[src/rtl/mvs_pkg.sv]
`timescale 1ns/1ps
package mvs_pkg;
    localparam int NUM_CH   = 3;
    localparam int NUM_PAIR = 3;

    // pair order: 0 = (A,B), 1 = (B,C), 2 = (A,C)
    typedef enum logic [1:0] {
        SEL_A = 2'd0,
        SEL_B = 2'd1,
        SEL_C = 2'd2
    } ch_sel_e;

    function automatic int pair_left(input int p);
        return (p == 1) ? 1 : 0;
    endfunction

    function automatic int pair_right(input int p);
        return (p == 0) ? 1 : 2;
    endfunction
endpackage

[src/rtl/mvs_pair_cmp.sv]
`timescale 1ns/1ps
module mvs_pair_cmp #(
    parameter int DATA_W = 12
) (
    input  logic [DATA_W-1:0] left_val,
    input  logic [DATA_W-1:0] right_val,
    output logic              left_gt
);
    always_comb begin
        left_gt = (left_val > right_val);
    end
endmodule

[src/rtl/mvs_median_sel.sv]
`timescale 1ns/1ps
module mvs_median_sel
    import mvs_pkg::*;
#(
    parameter int DATA_W = 12
) (
    input  logic [NUM_CH-1:0][DATA_W-1:0] chans,
    input  logic [NUM_PAIR-1:0]           gt,
    output logic [DATA_W-1:0]             mid_val,
    output logic [DATA_W-1:0]             hi_val,
    output logic [DATA_W-1:0]             lo_val
);
    logic    a_gt_b, b_gt_c, a_gt_c;
    ch_sel_e mid_sel, hi_sel, lo_sel;

    always_comb begin
        a_gt_b = gt[0];
        b_gt_c = gt[1];
        a_gt_c = gt[2];

        // B sits between A and C when both comparisons agree
        if (a_gt_b == b_gt_c) begin
            mid_sel = SEL_B;
        end else if (a_gt_b ^ a_gt_c) begin
            mid_sel = SEL_A;
        end else begin
            mid_sel = SEL_C;
        end

        if (a_gt_b) begin
            hi_sel = a_gt_c ? SEL_A : SEL_C;
            lo_sel = b_gt_c ? SEL_C : SEL_B;
        end else begin
            hi_sel = b_gt_c ? SEL_B : SEL_C;
            lo_sel = a_gt_c ? SEL_C : SEL_A;
        end
    end

    always_comb begin
        unique case (mid_sel)
            SEL_A:   mid_val = chans[0];
            SEL_B:   mid_val = chans[1];
            default: mid_val = chans[2];
        endcase
        unique case (hi_sel)
            SEL_A:   hi_val = chans[0];
            SEL_B:   hi_val = chans[1];
            default: hi_val = chans[2];
        endcase
        unique case (lo_sel)
            SEL_A:   lo_val = chans[0];
            SEL_B:   lo_val = chans[1];
            default: lo_val = chans[2];
        endcase
    end
endmodule

[src/rtl/mvs_spread_chk.sv]
`timescale 1ns/1ps
module mvs_spread_chk #(
    parameter int DATA_W = 12
) (
    input  logic [DATA_W-1:0] hi_val,
    input  logic [DATA_W-1:0] lo_val,
    input  logic [DATA_W-1:0] limit,
    output logic              too_wide
);
    logic [DATA_W-1:0] spread;

    always_comb begin
        spread   = hi_val - lo_val;
        too_wide = (spread > limit);
    end
endmodule

[src/rtl/mid_value_voter.sv]
`timescale 1ns/1ps
module mid_value_voter
    import mvs_pkg::*;
#(
    parameter int DATA_W = 12
) (
    input  logic              clk,
    input  logic              rst,
    input  logic              in_valid,
    input  logic [DATA_W-1:0] ch_a,
    input  logic [DATA_W-1:0] ch_b,
    input  logic [DATA_W-1:0] ch_c,
    input  logic [DATA_W-1:0] thresh,
    output logic              out_valid,
    output logic [DATA_W-1:0] out_data,
    output logic              out_disagree
);
    logic [NUM_CH-1:0][DATA_W-1:0] chans;
    logic [NUM_PAIR-1:0]           gt;
    logic [DATA_W-1:0]             mid_val, hi_val, lo_val;
    logic                          too_wide;

    always_comb begin
        chans[0] = ch_a;
        chans[1] = ch_b;
        chans[2] = ch_c;
    end

    for (genvar p = 0; p < NUM_PAIR; p++) begin : g_pair
        mvs_pair_cmp #(.DATA_W(DATA_W)) u_cmp (
            .left_val  (chans[pair_left(p)]),
            .right_val (chans[pair_right(p)]),
            .left_gt   (gt[p])
        );
    end

    mvs_median_sel #(.DATA_W(DATA_W)) u_sel (
        .chans   (chans),
        .gt      (gt),
        .mid_val (mid_val),
        .hi_val  (hi_val),
        .lo_val  (lo_val)
    );

    mvs_spread_chk #(.DATA_W(DATA_W)) u_spread (
        .hi_val   (hi_val),
        .lo_val   (lo_val),
        .limit    (thresh),
        .too_wide (too_wide)
    );

    always_ff @(posedge clk) begin
        if (rst) begin
            out_valid    <= 1'b0;
            out_data     <= '0;
            out_disagree <= 1'b0;
        end else begin
            out_valid    <= in_valid;
            out_disagree <= in_valid & too_wide;
            if (in_valid) begin
                out_data <= mid_val;
            end
        end
    end
endmodule

[config.mk]
export PLATFORM = sky130hd
export DESIGN_NAME = mid_value_voter
export DESIGN_NICKNAME = d
export VERILOG_FILES = /design/src/rtl/mvs_pkg.sv /design/src/rtl/mvs_pair_cmp.sv /design/src/rtl/mvs_median_sel.sv /design/src/rtl/mvs_spread_chk.sv /design/src/rtl/mid_value_voter.sv
export SDC_FILE = /design/constraint.sdc
export NUM_CORES = 1
export LEC_CHECK = 0
export ABC_CLOCK_PERIOD_IN_PS = 12600
export BUFFER_PORTS_ARGS = -buffer_cell sky130_fd_sc_hd__buf_4
export CAP_MARGIN = 25
export CELL_PAD_IN_SITES_DETAIL_PLACEMENT = 2
export CELL_PAD_IN_SITES_GLOBAL_PLACEMENT = 2
export CORE_UTILIZATION = 34
export DETAILED_ROUTE_END_ITERATION = 6
export GPL_ROUTABILITY_DRIVEN = 0
export PLACE_DENSITY = 0.91
export SLEW_MARGIN = 20
export SYNTH_ARGS = -nofsm -noshare
export SYNTH_HDL_FRONTEND = slang
export SYNTH_SLANG_ARGS = --single-unit
[constraint.sdc]
create_clock -name clk -period 12.6 [get_ports clk]
set_input_delay 1.26 -clock clk [delete_from_list [all_inputs] [get_ports clk]]
set_output_delay 1.26 -clock clk [all_outputs]
set_load 0.02 [all_outputs]
---- Word-level counts from Yosys, hierarchy flattened ----
Index checks and enable logic that the tools add are counted.
cells by class
  add/sub/neg operators ................... 1
  $mul .................................... 0
  divide/modulo/power cells ............... 0
  magnitude comparators ................... 4
  equal/unequal tests ..................... 4
  shift-type cells ........................ 0
  mux-type cells .......................... 11
  bitwise operators ....................... 2
  reductions and logical operators ........ 3
operator list
  operator                                        count
  case mux 12 bit (2 select lines)                3
  > comparator 12 bit                             4
  two-way mux 2 bit                               8
  subtractor 12 bit                               1
  == test 2 x 1 -> 1 bit (second input constant)  3
  zero test 2 bit                                 3
  AND 1 bit                                       1
  == test 1 bit                                   1
  XOR 1 bit                                       1
word-level totals
  bits in registers ....................... 14
  bits in latches ......................... 0
  bits in writable memories ............... 0
  bits in read-only memories .............. 0
  input bits .............................. 51
  output and inout bits ................... 14
  memories ................................ 0

---- Depth between registers and ports, before layout ----
Gate-level depths: netlist of run 1.
  depth in word-level cells ............... 8
  gate-level depth with buffers ........... 28
  depth with buffers taken out ............ 27

---- Modules after synthesis ----
From an unflattened synthesis of run 1, not the netlist that was laid out.
unflattened totals
  cells, all modules ...................... 397
  area, all modules ....................... 2974.1 um^2
by module, submodules not included
  module           instances  cells an instance  area an instance (um^2)  seq. area each (um^2)
  mvs_pair_cmp     3          42                 296.5                    0.0
  mvs_spread_chk   1          112                824.5                    0.0
  mvs_median_sel   1          117                787.0                    0.0
  mid_value_voter  1          42                 473.0                    280.3

---- Least setup slack after synthesis of run 1 ----
No wires, ideal clock.
  path type ............................... input to register
  start ................................... input port ch_b[11]
  end ..................................... register out_disagree
  arrival ................................. 6.097 ns
  setup slack ............................. 6.379 ns
  cell stages on the path ................. 26
  cells stage by stage .................... inv_1 > ha_1 > a21oi_2 > o21ai_1 > a2111oi_4 > a21oi_4 > inv_1 > ha_1 > o21ba_1 > buf_2 > a221oi_1 > ha_1 > inv_1 > fa_1 > a21o_1 > a21oi_1 > o21bai_1 > a21oi_1 > o21bai_1 > a21oi_1 > mux2i_1 > or4_1 > ha_1 > nand4_1 > o31ai_1 > a21oi_1
on the way
  word-level cells in the longest chain between the ends .. 8
RTL lines
  item                                                        RTL line                                    source
  from (decl)                                                 mid_value_voter.sv:11                       input logic [DATA_W-1:0] ch_b,
  > comparator 12 bit                                         mvs_pair_cmp.sv:10                          left_gt = (left_val > right_val);
  two-way mux 2 bit, on equally long branches                 mvs_median_sel.sv:34, mvs_median_sel.sv:32
  two-way mux 2 bit                                           mvs_median_sel.sv:30                        if (a_gt_b) begin
  == test 2 x 1 -> 1 bit, or another cell as far along        mvs_median_sel.sv:45                        unique case (hi_sel)
  case mux 12 bit (2 select lines), on equally long branches  mvs_median_sel.sv:45, mvs_median_sel.sv:50
  subtractor 12 bit (*)                                       mvs_spread_chk.sv:13                        spread = hi_val - lo_val;
  > comparator 12 bit (*)                                     mvs_spread_chk.sv:14                        too_wide = (spread > limit);
  AND 1 bit (*)                                               mid_value_voter.sv:59                       out_disagree <= in_valid & too_wide;
  to (signal assigned)                                        mid_value_voter.sv:59
  to (decl)                                                   mid_value_voter.sv:16                       output logic out_disagree
Mark *: on every way between the ends. The rest lies on a longest branch, timed or not.
A chain may end at the register's enable or synchronous reset.

---- Final worst setup path of run 1 ----
Same ends and word-level chain as after synthesis.

==> impl_metrics.py, run 1 <==
metrics = {
    "synth": {
        "yosysUniqueCellTypes": 44,
        "synth_cells": 395,
        "synthTopCellsByCount": "63 x ha_1, 52 x inv_1, 45 x a21oi_1",
        "syn_nets": 510,
        "synth-seq-cells": 14,
        "ys_seq_area_share_pct": 9.51,
        "synth_ff_type": "dfxtp_1",
        "post-synth-top-count-cell": "ha_1",
        "synth_top_area_share_pct": 26.8,
        "synth_top_area_cell": "ha_1",
        "synthTopCellsByArea": "ha_1 27%, dfxtp_1 9.5%, a21oi_1 7.6%, inv_1 6.6%, mux2i_1 4.8%",
        "async_reset_ff_share_pct": 0,
        "syn_area_mm2": 0.00295,
        "synth_edf_count": 0,
        "avgSynthCellArea_um2": 7.46,
        "yosys_warnings": 0,
    },
    "sta": {
        "whs_ps": 468,
        "maxSlewHeadroom_pct": 34.2,
        "skew_ps": 0,
        "setup_violations": 0,
        "rsz0062_at_grt": "false",
        "finalHoldViolCount": 0,
        "post-route-period-util_pct": 57.1,
        "tightest_slew_ps": 982,
        "min_period_ps": 7190,
        "fin_setup_tns_ps": 0,
        "max_freq_mhz": 139,
        "report.final.slew_viol_count": 0,
    },
    "die": {
        "coreArea_mm2": 0.00830,
        "pin_count": 65,
        "row_count": 33,
        "start_util_pct": 35.5,
        "fp.dieArea_mm2": 0.00904,
        "die_h_um": 95.1,
        "die_x_um": 95.1,
    },
    "critical_path": {
        "worstSetupPathType": "input port to register",
        "critPathArrivalTime_ps": 7330,
        "setup.worst_path.end_class": "register",
        "critPathLaunchType": "input port",
        "critPathMaxFanout": 13,
        "worstPathRequired_ps": 12740,
    },
    "clock_network": {
        "htreeDepth": 1,
        "ctsHoldBuffers": 0,
        "insertion_delay_ps": 240,
        "cts_tree": "yes",
        "cts_setup_buffers": 0,
        "clk_path_buf_depth": 2,
        "cts_resized": 0,
        "cts_made_buffers": 3,
        "clk_pin_slew_ps": 70,
        "root_buffer": "clkbuf_8",
        "clkSinkCount": 14,
    },
    "routing": {
        "drtPass1Iterations": 4,
        "wl_per_cell_um": 20.6,
        "wl_um": 11400,
        "ant_nets": 0,
        "via_per_inst": 5.80,
        "vias": 3221,
        "drtIter0Drc": 132,
        "drc": 0,
    },
    "power": {
        "power.density_mw_per_mm2": 135,
        "vdd_drop_max_mv": 0.0439,
        "power_w": 0.000481,
        "p_leak_nw": 1.77,
    },
    "cells_and_area": {
        "design_area_mm2": 0.00355,
        "layout-drive-gt1-share_pct": 17.3,
        "nets": 567,
        "diodes": 0,
        "syn2layout_area_growth_pct": 20.6,
        "post-route-util_pct": 42.8,
    },
    "place": {
        "port_buffers": 64,
        "dpl_cell_area_mm2": 0.00351,
        "dp_hpwl_um": 9350,
    },
    "job": {
        "drv_cap": 0,
    },
    "global_routing": {
        "overflow": 0,
        "antenna_found_initial": 0,
        "grt_usage_pct": 25.9,
        "grt_pass1_wl_um": 18000,
        "grt_max_degree": 26,
        "grt_pass1_vias": 3493,
    },
    "outcome": {
        "outcome": "completed",
    },
    "hold_path": {
        "min_path_type": "register to register",
    },
}
## stage by stage
step	setup slack, ps	instances
2_1_floorplan	6380	395
3_3_place_gp	5750	552
3_5_place_dp	5390	552
4_1_cts	5500	555
5_1_grt	5100	555
6_report	5410	555
## state kept, by name (all words and copies together), names as in the netlist
register,count
out_valid,1
out_disagree,1
out_data,12
## kinds of logic after synthesis
family	Yosys count	share of synthesized area [%]
flops	14	9.51
simple gates	107	18.0
compound gates	118	27.1
fa+ha+maj	64	27.4
xor+xnor	10	3.74
mux	16	5.52
buf+inv	66	8.66
## final cells by class
class	count	area, um2
clock buffer	3	41.3
fill	992	4740
inverter	52	195
multi-input combinational	315	2410
sequential	14	280
tap	105	131
timing repair buffer	66	495
## cells in the final DEF (no fill, tap or decap), types with 2 or more instances in the layout
cell,Yosys,final
a211oi_1,2,2
a21o_1,9,9
a21oi_1,45,45
a21oi_2,2,2
a221o_1,10,10
buf_4,1,66
clkbuf_8,0,3
dfxtp_1,14,14
ha_1,63,63
inv_1,52,52
mux2_2,2,2
mux2i_1,14,14
nand2_1,33,33
nand2b_1,14,14
nand3_1,4,4
nand3b_1,2,2
nand4_1,12,12
nor2_1,16,16
nor2b_1,7,7
nor3_1,14,14
o211ai_1,17,17
o21a_1,2,2
o21ai_0,17,17
o21bai_1,2,2
o31ai_1,4,4
xnor2_1,7,7
## worst max-delay path: stages
cell,delay (ps)
buf_4,110
inv_1,60
ha_1,320
a21oi_2,190
o21ai_1,130
a2111oi_4,420
a21oi_4,160
inv_1,120
ha_1,510
o21ba_1,390
a221oi_1,340
ha_1,220
inv_1,60
fa_1,400
a21o_1,180
a21oi_1,230
o21bai_1,90
a21oi_1,220
o21bai_1,110
a21oi_1,320
mux2i_1,140
or4_1,550
ha_1,310
nand4_1,150
o31ai_1,290
a21oi_1,60
## report_power, final
| part | internal, W | total, W | switching (W) |
|---|---|---|---|
| registers | 0.0000506 | 0.0000546 | 0.00000402 |
| logic | 0.000170 | 0.000388 | 0.000217 |
| clock network | 0.0000212 | 0.0000392 | 0.0000180 |
| total | 0.000242 | 0.000481 | 0.000239 |
## metal layers
layer / track usage, % / routed length, um
met1: 31.0 / 4850
met2: 48.3 / 5940
met3: 1.59 / 253
met4: 8.96 / 381
met5: 0 / 0
## worst paths after layout
kind           startpoint            to  slack [ps]  depth (start not counted)
min           out_data[2]   out_data[2]         470                          2
min reg2reg   out_data[2]   out_data[2]         470                          2
max reg2reg  out_data[11]  out_data[11]       11960                          2
max              ch_b[11]  out_disagree        5410                         26
(Power assumes the default switching activity.)
==> inputs of run 2 (changes only) <==
--- a/config.mk
+++ b/config.mk
@@ -5,15 +5,16 @@
 export SDC_FILE = /design/constraint.sdc
 export NUM_CORES = 1
 export LEC_CHECK = 0
-export ABC_CLOCK_PERIOD_IN_PS = 12600
+export ABC_AREA = 1
+export ABC_CLOCK_PERIOD_IN_PS = 6600
 export BUFFER_PORTS_ARGS = -buffer_cell sky130_fd_sc_hd__buf_4
 export CAP_MARGIN = 25
 export CELL_PAD_IN_SITES_DETAIL_PLACEMENT = 2
 export CELL_PAD_IN_SITES_GLOBAL_PLACEMENT = 2
-export CORE_UTILIZATION = 34
+export CORE_UTILIZATION = 27
 export DETAILED_ROUTE_END_ITERATION = 6
 export GPL_ROUTABILITY_DRIVEN = 0
-export PLACE_DENSITY = 0.91
+export PLACE_DENSITY = 0.8
 export SLEW_MARGIN = 20
 export SYNTH_ARGS = -nofsm -noshare
 export SYNTH_HDL_FRONTEND = slang
==> constraint.sdc (replaced) <==
create_clock -name clk -period 6.6 [get_ports clk]
set_input_delay 0.66 -clock clk [delete_from_list [all_inputs] [get_ports clk]]
set_output_delay 0.66 -clock clk [all_outputs]
set_load 0.02 [all_outputs]
==> run 2 against run 1 <==
Net effect:
- final cell count is 22% higher
- wire length is 3.2% higher
- sequential cell count stayed put
- register-to-register slack worse by 6000 ps
- first-iteration DRC count is 6.1% higher
- combinational power is 71% higher
- synthesized cell count is 22% higher
- design area is 7.3% higher
- die area is 33% higher
- clock skew stayed put
==> impl_metrics.py, run 2 <==
metrics = {
    "outcome": {
        "outcome": "completed",
    },
    "cells_and_area": {
        "diodes": 0,
        "layout-drive-gt1-share_pct": 22.4,
        "nFillCells": 1407,
        "layout_commonest_cell": "nand2_1",
        "largest_reg_flops": 12,
        "reg_top3": "out_data x12, out_disagree x1, out_valid x1",
        "nets": 651,
        "layout_common_cells": "127 x nand2_1, 77 x inv_1, 64 x buf_4",
        "regMostFlops": "out_data",
        "syn2layout_area_growth_pct": 21.4,
    },
    "synth": {
        "async_reset_ff_share_pct": 0,
        "synthTopCellsByArea": "ha_1 25%, nand2_1 15%, inv_1 9.2%, dfxtp_1 8.9%, a21oi_1 6.4%",
        "syn_area_mm2": 0.00314,
        "synth-seq-cells": 14,
        "post-synth-top-count-cell": "nand2_1",
        "synth_ff_type": "dfxtp_1",
        "synthTopCellsByCount": "127 x nand2_1, 77 x inv_1, 63 x ha_1",
        "yosysUniqueCellTypes": 36,
        "synth_top_area_cell": "ha_1",
        "synth_top_area_share_pct": 25.1,
        "syn_nets": 595,
        "ys_seq_area_share_pct": 8.92,
        "synth_edf_count": 0,
        "yosys_warnings": 0,
        "avgSynthCellArea_um2": 6.54,
        "synth_cells": 480,
    },
    "critical_path": {
        "worstSetupPathType": "input port to register",
        "crit_slowest_cell": "nor2_2",
        "cp_num_buf_inv": 5,
        "critPathMaxFanout": 11,
        "critical_path.top_delay_family": "compound AO/OA/AOI/OAI gates",
        "path_common_cell": "nand2_1",
        "worstPathRequired_ps": 6760,
        "setup.worst_path.end_class": "register",
        "critPathArrivalTime_ps": 5480,
        "critPathLaunchType": "input port",
        "cpPeakStageDelay_ps": 380,
    },
    "power": {
        "seqPwrFrac_pct": 11.4,
        "vdd_drop_max_mv": 0.139,
        "power_w": 0.000896,
        "clock_power_share_pct": 14.7,
        "pwr-share-comb_pct": 73.9,
        "switching_share_pct": 50.8,
        "p_leak_nw": 2.08,
        "power.density_mw_per_mm2": 235,
        "p_int_w": 0.000441,
        "p_sw_w": 0.000455,
    },
    "place": {
        "port_buffers": 64,
        "dp_slack_ps": 1020,
        "dp_hpwl_um": 10200,
    },
    "sta": {
        "tightest_slew_ps": 826,
        "max_freq_mhz": 188,
        "maxSlewHeadroom_pct": 44.9,
        "setup_violations": 0,
        "rsz0062_at_grt": "false",
        "min_period_ps": 5320,
        "report.final.slew_viol_count": 0,
        "skew_ps": 0,
        "finalHoldViolCount": 0,
        "post-route-period-util_pct": 80.6,
        "setup_ws_ps": 1280,
        "fin_setup_tns_ps": 0,
    },
    "routing": {
        "highest_layer": "met4",
        "vias": 3418,
        "drtIter0Drc": 140,
        "wl_um": 11800,
        "met2WireLength_um": 6140,
        "drc": 0,
        "ant_nets": 0,
        "wl_per_cell_um": 17.4,
        "m1WireLength_um": 5200,
        "drtPass1Iterations": 6,
        "met3WireLength_um": 214,
        "via_per_inst": 5.04,
    },
    "die": {
        "pin_count": 65,
        "coreArea_mm2": 0.0114,
        "fp.dieArea_mm2": 0.0121,
        "die_h_um": 110,
        "start_util_pct": 27.6,
        "die_x_um": 110,
        "row_count": 39,
    },
    "clock_network": {
        "htreeDepth": 1,
        "clk_path_buf_depth": 2,
        "insertion_delay_ps": 250,
        "clkSinkCount": 14,
        "cts_resized": 0,
        "cts_tree": "yes",
        "cts_setup_buffers": 0,
        "clk_pin_slew_ps": 50,
        "ctsHoldBuffers": 0,
        "root_buffer": "clkbuf_16",
        "cts_made_buffers": 3,
    },
    "hold_path": {
        "min_path_type": "register to register",
    },
    "global_routing": {
        "grt_pass1_vias": 3706,
        "grt_usage_pct": 20.4,
        "grt_max_degree": 24,
        "grt_pass1_wl_um": 18800,
        "antenna_found_initial": 0,
        "overflow": 0,
    },
    "job": {
        "drv_cap": 0,
    },
}
-- run 2: worst min-delay path, cell delays in order, from the launching register on --
cell and delay (ps):
dfxtp_1 330, o211ai_1 80, inv_1 50
-- run 2: cells by family (layout without fill, tap and decap cells) --
kind of cell | Yosys count | after routing | synth area share, %
compound gates | 103 | 103 | 22.4
xor+xnor | 9 | 9 | 2.51
fa+ha+maj | 64 | 64 | 25.7
buf+inv | 103 | 158 | 13.1
flops | 14 | 14 | 8.92
simple gates | 187 | 187 | 27.3
-- run 2: stage by stage --
stage / std cells / utilization (%) / hold WS, ps / area (um2)
6_report: 678 / 33.5 / 488 / 3810
5_1_grt: 678 / 33.5 / 516 / 3810
4_1_cts: 678 / 33.5 / 501 / 3810
3_5_place_dp: 674 / 32.8 / 484 / 3720
3_3_place_gp: 674 / 32.8 / 473 / 3720
2_1_floorplan: 480 / - / 595 / 3140
-- run 2: path summary, 6_finish.rpt --
| path | end | cells past startpoint | slack (ps) | start |
|---|---|---|---|---|
| min | out_data[8] | 2 | 490 | out_data[8] |
| max | out_disagree | 31 | 1280 | ch_c[11] |
| max reg2reg | out_data[7] | 2 | 5970 | out_data[7] |
| min reg2reg | out_data[8] | 2 | 490 | out_data[8] |
-- run 2: area by class of cell --
| type | count | area (um2) | share of cell area (%) |
|---|---|---|---|
| multi-input cells | 363 | 2450 | 64.2 |
| inverters | 90 | 338 | 8.86 |
| well taps | 143 | 179 | 4.69 |
| flip-flops and latches | 14 | 280 | 7.35 |
| repair buffers | 64 | 480 | 12.6 |
| clock buffers | 4 | 88.8 | 2.33 |
-- run 2: metal layers --
layer  global-route usage (%)  vias up
met3                    0.652       14
met5                        0        -
met4                     7.43        0
met1                     24.7     1666
met2                     38.1       53
li1                         -     1685
-- run 2: power groups by stage --
| stage | Sequential (W) | Combinational [W] | Clock [W] |
|---|---|---|---|
| floorplan | 0.000115 | 0.000444 | 0 |
| global placement | 0.000103 | 0.000615 | 0 |
| detailed placement | 0.000104 | 0.000662 | 0 |
| CTS | 0.000102 | 0.000672 | 0.000136 |
| global route | 0.000103 | 0.000743 | 0.000138 |
| finish | 0.000102 | 0.000662 | 0.000132 |
==> inputs of run 3 (changes only) <==
--- a/config.mk
+++ b/config.mk
@@ -5,16 +5,16 @@
 export SDC_FILE = /design/constraint.sdc
 export NUM_CORES = 1
 export LEC_CHECK = 0
-export ABC_AREA = 1
-export ABC_CLOCK_PERIOD_IN_PS = 6600
+export ABC_AREA = 0
+export ABC_CLOCK_PERIOD_IN_PS = 5570
 export BUFFER_PORTS_ARGS = -buffer_cell sky130_fd_sc_hd__buf_4
 export CAP_MARGIN = 25
 export CELL_PAD_IN_SITES_DETAIL_PLACEMENT = 2
 export CELL_PAD_IN_SITES_GLOBAL_PLACEMENT = 2
-export CORE_UTILIZATION = 27
+export CORE_UTILIZATION = 31
 export DETAILED_ROUTE_END_ITERATION = 6
 export GPL_ROUTABILITY_DRIVEN = 0
-export PLACE_DENSITY = 0.8
+export PLACE_DENSITY = 0.84
 export SLEW_MARGIN = 20
 export SYNTH_ARGS = -nofsm -noshare
 export SYNTH_HDL_FRONTEND = slang
==> constraint.sdc (replaced) <==
create_clock -name clk -period 5.57 [get_ports clk]
set_input_delay 0.557 -clock clk [delete_from_list [all_inputs] [get_ports clk]]
set_output_delay 0.557 -clock clk [all_outputs]
set_load 0.02 [all_outputs]
==> run 3 against run 2 <==
Net effect:
- the run now ends with setup timing left
- die area decreased by 18%
- first-iteration DRC count up 29%
- critical path depth is 2 lower
- design area is 11% higher
- register-to-register slack lost 1100 ps
- largest cell class unchanged
- non-clock buffer count rose by 49
- largest power group unchanged
- hold slack is essentially flat
- sequential cell count did not move
- sequential share of layout area is 0.72 points lower
- total power is 60% higher
- critical path type unchanged
==> impl_metrics.py, run 3 (synthesis results as in run 1) <==
metrics = {
    "critical_path": {
        "cpPeakStageDelay_ps": 360,
        "worstPathRequired_ps": 5720,
        "rr_endpoint": "out_data[6]",
        "r2r_setup_slack_ps": 4860,
        "setup.worst_path.end_class": "register",
        "worstSetupPathType": "input port to register",
        "critPathMaxFanout": 5,
        "rr_worst_depth": 2,
        "crit_slowest_cell": "a2111oi_4",
        "reg2reg_from": "out_data[6]",
        "critPathArrivalTime_ps": 5850,
        "cp-startpoint": "ch_b[5]",
        "critPathLaunchType": "input port",
    },
    "cells_and_area": {
        "design_area_mm2": 0.00423,
        "syn2layout_area_growth_pct": 43.5,
        "nets": 614,
        "nFillCells": 1037,
        "largest_reg_flops": 12,
        "regMostFlops": "out_data",
        "layout_common_cells": "111 x buf_4, 51 x ha_1, 47 x inv_1",
        "reg_top3": "out_data x12, out_disagree x1, out_valid x1",
        "diodes": 0,
        "layout_commonest_cell": "buf_4",
        "layout-drive-gt1-share_pct": 33.9,
        "post-route-util_pct": 45.8,
    },
    "die": {
        "row_count": 35,
        "coreArea_mm2": 0.00924,
        "die_h_um": 99.5,
        "start_util_pct": 31.9,
        "die_x_um": 99.5,
        "pin_count": 65,
        "fp.dieArea_mm2": 0.00990,
    },
    "routing": {
        "via_per_inst": 5.77,
        "ant_nets": 0,
        "wl_um": 16200,
        "drtIter0Drc": 181,
        "drc": 0,
        "vias": 3616,
        "drtPass1Iterations": 6,
        "wl_per_cell_um": 25.9,
    },
    "sta": {
        "min_period_ps": 5700,
        "post-route-period-util_pct": 102,
        "finalHoldViolCount": 0,
        "fin_setup_tns_ps": -131,
        "setup_ws_ps": -131,
        "tightest_slew_ps": 861,
        "report.final.slew_viol_count": 0,
        "setup_violations": 1,
        "skew_ps": 0,
        "max_freq_mhz": 175,
        "maxSlewHeadroom_pct": 42.6,
    },
    "clock_network": {
        "cts_made_buffers": 3,
        "htreeDepth": 1,
        "clkSinkCount": 14,
        "clk_pin_slew_ps": 70,
        "ctsHoldBuffers": 0,
        "cts_tree": "yes",
        "clk_path_buf_depth": 2,
        "insertion_delay_ps": 250,
        "root_buffer": "clkbuf_8",
    },
    "hold_path": {
        "worstHoldEndpoint": "out_data[9]",
        "worstHoldStart": "out_data[9]",
        "min_path_cells": 2,
        "min_path_type": "register to register",
    },
    "outcome": {
        "outcome": "finished with violations",
        "violations": "setup timing",
    },
    "place": {
        "dp_slack_ps": -455,
        "dp_hpwl_um": 10100,
        "port_buffers": 64,
        "dpl_cell_area_mm2": 0.00386,
    },
    "power": {
        "switching_share_pct": 49.6,
        "p_sw_w": 0.000709,
        "p_int_w": 0.000722,
        "pwr-share-comb_pct": 83.7,
        "clock_power_share_pct": 7.6,
        "vdd_drop_max_mv": 0.141,
        "power.density_mw_per_mm2": 338,
        "p_leak_nw": 2.02,
        "power_w": 0.00143,
        "seqPwrFrac_pct": 8.7,
    },
    "global_routing": {
        "grt_usage_pct": 26.0,
        "grt_pass1_vias": 3860,
        "overflow": 0,
        "antenna_found_initial": 0,
        "grt_pass1_wl_um": 20000,
        "grt_max_degree": 26,
    },
    "job": {
        "drv_cap": 0,
    },
}
run 3: changes by cell type in the layout (fill, tap and decap cells not counted), moves of 12 or more:
cell	delta
nand2_1	-95
buf_4	+47
inv_1	-30
nand2b_1	+14
mux2i_1	+13
ha_1	-12
run 3: layout make-up:
| cell class | count | area [um2] | area share [%] |
|---|---|---|---|
| sequential | 14 | 280 | 6.63 |
| tap | 129 | 161 | 3.82 |
| inverter | 52 | 195 | 4.62 |
| multi-input combinational | 315 | 2680 | 63.3 |
| timing repair buffer | 113 | 860 | 20.3 |
| clock buffer | 4 | 55.1 | 1.30 |
run 3: routing by layer:
layer	share of wire [%]	GRT usage, %
met2	53	50.3
met4	5.7	10.2
met3	2.9	2.04
met1	39	29.2
met5	0	0
run 3: what timing repair did:
action | in CTS | in global routing
pin swaps | 5 | 28
buffers inserted | 0 | 4
hold endpoints to repair | 0 | 0
resized for setup | 13 | 44
endpoints found under the setup margin | 1 | 1
run 3: worst max-delay path by stage:
stage,endpoint,slack [ps],depth (start not counted)
3_3_place_gp,out_disagree,-40,26
5_1_grt,out_disagree,-290,30
6_report,out_disagree,-130,29
2_1_floorplan,out_disagree,50,26
4_1_cts,out_disagree,10,25
3_5_place_dp,out_disagree,-450,26
run 3: per-stage QoR:
step | cells | hold slack [ps]
after floorplan | 395 | 536
after global placement | 618 | 457
after detailed placement | 618 | 476
after CTS | 622 | 487
after global routing | 627 | 508
final | 627 | 488
run 3: critical path: cells and delay by family:
kind                       cells  cell delay (ps)
AOI/OAI and AO/OA             15             2860
xor gates and xnor gates       1              120
adders and majority gates      4             1180
buffers and inverters          6              680
muxes                          1              240
and+or+nand+nor                2              200
run 3: power groups by stage:
stage / sequential [W] / combinational (W) / clock [W]
2_1_floorplan: 0.000140 / 0.000592 / 0
3_3_place_gp: 0.000125 / 0.000902 / 0
3_5_place_dp: 0.000125 / 0.000985 / 0
4_1_cts: 0.000123 / 0.00102 / 0.000106
5_1_grt: 0.000125 / 0.00127 / 0.000112
6_report: 0.000125 / 0.00120 / 0.000108
